File: config.mk
export PLATFORM = sky130hd
export DESIGN_NAME = cke_suspend_ctrl
export DESIGN_NICKNAME = d
export VERILOG_FILES = /design/src/rtl/cke_suspend_pkg.sv /design/src/rtl/cke_gate.sv /design/src/rtl/bank_track.sv /design/src/rtl/burst_ctr.sv /design/src/rtl/cke_suspend_ctrl.sv
export SDC_FILE = /design/constraint.sdc
export NUM_CORES = 1
export LEC_CHECK = 0
export BUFFER_PORTS_ARGS = -buffer_cell sky130_fd_sc_hd__buf_2
export CORE_MARGIN = 4
export CORE_UTILIZATION = 38
export CTS_CLUSTER_SIZE = 24
export DETAILED_ROUTE_END_ITERATION = 8
export GPL_TIMING_DRIVEN = 1
export PLACE_DENSITY = 0.82
export SYNTH_ARGS = -nofsm -noshare
export SYNTH_HDL_FRONTEND = slang
export SYNTH_SLANG_ARGS = --single-unit
File: constraint.sdc
create_clock -name clk_i -period 1.45 [get_ports clk_i]
set_clock_uncertainty 0.1 [all_clocks]
set_input_delay 0.29 -clock clk_i [delete_from_list [all_inputs] [get_ports clk_i]]
set_output_delay 0.29 -clock clk_i [all_outputs]
set_load 0.02 [all_outputs]
File: src/rtl/cke_suspend_pkg.sv
package cke_suspend_pkg;
  typedef enum logic [2:0] {
    CMD_NOP = 3'd0,
    CMD_ACT = 3'd1,
    CMD_PRE = 3'd2,
    CMD_RD  = 3'd3,
    CMD_WR  = 3'd4
  } cmd_e;
endpackage

File: src/rtl/cke_gate.sv
module cke_gate
  import cke_suspend_pkg::*;
(
  input  logic       clk_i,
  input  logic       rst_ni,
  input  logic       cke_i,
  input  logic [2:0] cmd_i,
  output logic       int_en_o,
  output logic [2:0] cmd_o
);
  logic cke_q;

  always_ff @(posedge clk_i or negedge rst_ni) begin
    if (!rst_ni) cke_q <= 1'b1;
    else         cke_q <= cke_i;
  end

  assign int_en_o = cke_q;
  assign cmd_o    = cke_q ? cmd_i : CMD_NOP;
endmodule

File: src/rtl/bank_track.sv
module bank_track
  import cke_suspend_pkg::*;
#(
  parameter int NUM_BANKS = 4,
  localparam int BA_W = $clog2(NUM_BANKS)
) (
  input  logic                 clk_i,
  input  logic                 rst_ni,
  input  logic [2:0]           cmd_i,
  input  logic [BA_W-1:0]      bank_i,
  input  logic                 all_i,
  output logic [NUM_BANKS-1:0] open_o
);
  logic is_act, is_pre;
  assign is_act = (cmd_i == CMD_ACT);
  assign is_pre = (cmd_i == CMD_PRE);

  for (genvar b = 0; b < NUM_BANKS; b++) begin : g_bank
    logic hit;
    assign hit = (bank_i == BA_W'(b));
    always_ff @(posedge clk_i or negedge rst_ni) begin
      if (!rst_ni)                     open_o[b] <= 1'b0;
      else if (is_act && hit)          open_o[b] <= 1'b1;
      else if (is_pre && (hit || all_i)) open_o[b] <= 1'b0;
    end
  end
endmodule

File: src/rtl/burst_ctr.sv
module burst_ctr
  import cke_suspend_pkg::*;
#(
  parameter int BURST_LEN = 4,
  localparam int BEAT_W = (BURST_LEN > 1) ? $clog2(BURST_LEN) : 1
) (
  input  logic              clk_i,
  input  logic              rst_ni,
  input  logic [2:0]        cmd_i,
  input  logic              int_en_i,
  output logic              busy_o,
  output logic              write_o,
  output logic [BEAT_W-1:0] beat_o,
  output logic              adv_o
);
  localparam logic [BEAT_W-1:0] LAST = BEAT_W'(BURST_LEN - 1);

  logic start;
  assign start = (cmd_i == CMD_RD) || (cmd_i == CMD_WR);
  // advance only on cycles whose internal clock runs
  assign adv_o = busy_o && int_en_i;

  always_ff @(posedge clk_i or negedge rst_ni) begin
    if (!rst_ni) begin
      busy_o  <= 1'b0;
      write_o <= 1'b0;
      beat_o  <= '0;
    end else if (start) begin
      busy_o  <= 1'b1;
      write_o <= (cmd_i == CMD_WR);
      beat_o  <= '0;
    end else if (adv_o) begin
      if (beat_o == LAST) begin
        busy_o <= 1'b0;
        beat_o <= '0;
      end else begin
        beat_o <= beat_o + 1'b1;
      end
    end
  end
endmodule

File: src/rtl/cke_suspend_ctrl.sv
module cke_suspend_ctrl #(
  parameter int NUM_BANKS = 4,
  parameter int BURST_LEN = 4,
  localparam int BA_W   = $clog2(NUM_BANKS),
  localparam int BEAT_W = (BURST_LEN > 1) ? $clog2(BURST_LEN) : 1
) (
  input  logic                 clk_i,
  input  logic                 rst_ni,
  input  logic                 cke_i,
  input  logic [2:0]           cmd_i,
  input  logic [BA_W-1:0]      bank_i,
  input  logic                 all_banks_i,
  output logic                 int_clk_en_o,
  output logic [2:0]           cmd_o,
  output logic                 suspend_o,
  output logic                 pd_standby_o,
  output logic                 pd_active_o,
  output logic [NUM_BANKS-1:0] bank_open_o,
  output logic                 burst_busy_o,
  output logic                 burst_write_o,
  output logic [BEAT_W-1:0]    beat_o,
  output logic                 burst_adv_o,
  output logic                 wr_capture_o
);
  logic int_en;
  logic [2:0] qcmd;

  cke_gate i_gate (
    .clk_i    (clk_i),
    .rst_ni   (rst_ni),
    .cke_i    (cke_i),
    .cmd_i    (cmd_i),
    .int_en_o (int_en),
    .cmd_o    (qcmd)
  );

  bank_track #(.NUM_BANKS(NUM_BANKS)) i_banks (
    .clk_i  (clk_i),
    .rst_ni (rst_ni),
    .cmd_i  (qcmd),
    .bank_i (bank_i),
    .all_i  (all_banks_i),
    .open_o (bank_open_o)
  );

  burst_ctr #(.BURST_LEN(BURST_LEN)) i_burst (
    .clk_i    (clk_i),
    .rst_ni   (rst_ni),
    .cmd_i    (qcmd),
    .int_en_i (int_en),
    .busy_o   (burst_busy_o),
    .write_o  (burst_write_o),
    .beat_o   (beat_o),
    .adv_o    (burst_adv_o)
  );

  assign int_clk_en_o = int_en;
  assign cmd_o        = qcmd;
  assign suspend_o    = ~int_en;
  assign pd_standby_o = ~int_en & ~(|bank_open_o);
  assign pd_active_o  = ~int_en & (|bank_open_o);
  assign wr_capture_o = burst_adv_o & burst_write_o;
endmodule

==> summary.txt <==
STA
  • Final worst path period share: 1.29
  • # setup viols final: 8
  • Final Max Slew Viols: 0
  • Final worst slack: -0.426 ns
  • Worst Tran Pin Value: 0.196 ns
  • Max_slew headroom: 0.869
  • Crit path time final: 1.88 ns
  • RSZ-0062 raised after global routing: true
  • Setup_tns: -1.90 ns
  • Fmax: 533 MHz
  • Hold Vio Cnt, Final: 0
  • Hold WS: 0.0347 ns

Setup path
  • Cell breakdown of the critical path: or4_4 -> and2_4 -> buf_6
  • Crit path DAT: 1.49 ns
  • WP buf/inv: 1
  • WP data required: 1.06 ns
  • Largest incremental delay on the critical path: 0.56 ns
  • Setup crit end kind: primary output
  • Max FO, Critical Path: 2
  • CP top delay family: simple AND/OR/NAND/NOR gates
  • Critical-path top delay cell: or4_4
  • Crit Path Category: flip-flop to primary output
  • Startpoint Class: flip-flop

Global route
  • Largest net degree at the start of global routing: 10
  • Vias in the first global route: 480
  • Congestion Overflow GR: 0
  • Initial antenna violation count: 0
  • First-pass GRT wire length: 1.99 mm
  • Total GRT Usage: 0.140

Place
  • Placed cell count: 97
  • Post-DP HPWL: 1.00 mm
  • Dpl ws: -0.197 ns
  • I/O Buffers: 25
  • GPL Wtd Cong: 0.787
  • Placed Area: 718 sq um

Logic synthesis
  • Sequential-to-total area share from yosys stat: 0.443
  • Post-synth ARST share: 1.00
  • Main synth FF type: dfrtp_1
  • Distinct cells, synth: 27
  • Post-synth EDFFs: 0
  • Syn_nets: 63
  • Synth warn: 0
  • Post-Synthesis Cells: 53
  • Synth Register Bits: 9
  • Mean post-synth cell area: 9.66 sq um
  • Mapped Area: 512 sq um

Die
  • Total core area: 1190 sq um
  • Die H: 44.7 um
  • Die area: 2000 sq um
  • # IOs: 26
  • Horiz. Die Dim: 44.7 um
  • Rows: 12
  • Initial core utilization: 0.431

Clock network
  • Clk buf depth: 2
  • CTS H-tree depth: 1
  • Clock slew at reported path FFs: 0.06 ns
  • Clk root buf: clkbuf_4
  • TritonCTS Buffers: 3
  • CTS tree: yes
  • Clock sinks: 9
  • Worst skew pair latency: 0.26 ns

Routing
  • Via count: 520
  • DRT antenna net count: 0
  • DR iter-0 viols: 5
  • Number of detailed-route iterations in the first pass: 4
  • DRC viols: 0
  • Drt via density: 5.00
  • Total Wirelength: 1.28 mm
  • WL/cell: 12.3 um

Cells and area
  • P&R area growth vs syn: 57.5%
  • Final antenna diode count: 0
  • NumNets Final: 101
  • Layout cells sized above 1: 0.544
  • Number of cells in the finished layout apart from fillers: 104
  • FILL cells: 98
  • Design Area, Final: 806 sq um

Run status
  • Failing checks: negative setup slack
  • Run status: complete, but fails checks

Power and ir drop
  • Max VDD drop: 720 uV
  • Pwr dens: 1310 nW/um^2
  • Leak Pwr: 0.413 nW

Job
  • Maxcap violations: 0

Hold path
  • Hold Path Class: input pin to flip-flop
-- worst reg2reg max path: stages, from the launching register on --
cell	delay, ns
dfstp_2	0.61
and4bb_2	0.29
o21ai_1	0.08
a22o_2	0.24
-- cells by family (layout without fill, tap and decap cells) --
logic type / after synthesis / in the layout / share of synthesized area
buffers and inverters: 6 / 43 / 0.0514
multiplexers: 1 / 1 / 0.0196
flip-flops: 9 / 9 / 0.443
AND/OR/NAND/NOR: 22 / 22 / 0.267
adder cells (fa/ha/maj): 1 / 1 / 0.0244
AO/OA/AOI/OAI: 14 / 14 / 0.196
-- layout make-up --
type                    instances  area [sq um]  share of cell area
multi-input cells              38           280               0.348
well taps                      14          17.5              0.0217
inverters                       5          22.5              0.0280
flip-flops and latches          9           228               0.283
repair buffers                 34           231               0.287
clock buffers                   4          26.3              0.0326
-- synth_stat cells, drive strengths merged (2+ instances only) --
cell | count | area share
dfrtp | 8 | 0.39
inv | 5 | 0.037
nand2 | 5 | 0.037
nor2 | 5 | 0.037
o21ai | 4 | 0.039
a21oi | 3 | 0.037
a21o | 2 | 0.029
a22o | 2 | 0.037
a32o | 2 | 0.039
and2 | 2 | 0.027
and4bb | 2 | 0.056
nor2b | 2 | 0.024
-- repair_timing --
action / 4_1_cts / 5_1_grt
gates resized for setup: 9 / 3
buffers inserted: 0 / 2
endpoints found under the setup margin: 9 / 12
endpoints found under the hold margin: 8 / 0
pin swaps: 3 / 1
hold buffers: 1 / 0
-- worst paths after layout --
kind                                    from                 to  slack (ns)  cells past startpoint
max                        i_banks.open_o[3]        pd_active_o       -0.43                      3
min                                    cke_i    i_gate.int_en_o        0.03                      1
max reg2reg                  i_gate.int_en_o  i_banks.open_o[2]        0.03                      3
min reg2reg                i_burst.beat_o[1]  i_burst.beat_o[1]        0.46                      2
max in group asynchronous             rst_ni    i_gate.int_en_o        0.70                      2
min in group asynchronous             rst_ni     i_burst.busy_o        0.30                      2
-- routing by layer --
| layer | up-vias | wire [um] | track usage |
|---|---|---|---|
| met1 | 231 | 523 | 0.151 |
| met2 | 22 | 626 | 0.246 |
| met3 | 2 | 115 | 0.0359 |
| met4 | 0 | 12 | 0.0723 |
| li1 | 265 | - | - |
| met5 | - | 0 | 0 |
-- layout by cell type (no fill, tap or decap), types with 2 or more instances in the layout --
cell and count:
a21o_1 2, a21oi_1 2, a32o_1 2, buf_2 18, buf_4 10, buf_6 5, clkbuf_4 3, dfrtp_1 7
inv_1 4, nand2_1 5, nor2_1 3, nor2_4 2, nor2b_1 2, o21ai_0 2, o21ai_1 2
-- through the flow --
stage / utilization / power [mW]
2_1_floorplan: - / 0.651
3_3_place_gp: 0.605 / 0.821
3_5_place_dp: 0.605 / 0.835
4_1_cts: 0.659 / 1.05
5_1_grt: 0.679 / 1.13
6_report: 0.679 / 1.06
-- power by group --
group,internal (mW),leakage (nW),switching (mW)
Clock,0.106,0.0150,0.0842
Sequential,0.316,0.106,0.0536
Combinational,0.236,0.292,0.264
-- flip-flops by register name (all words and copies together), names as in the netlist --
| register | cells |
|---|---|
| i_burst.write_o | 1 |
| i_banks.open_o | 4 |
| i_burst.beat_o | 2 |
| i_burst.busy_o | 1 |
| i_gate.int_en_o | 1 |
Note: power is estimated with default switching activity, not from simulation.
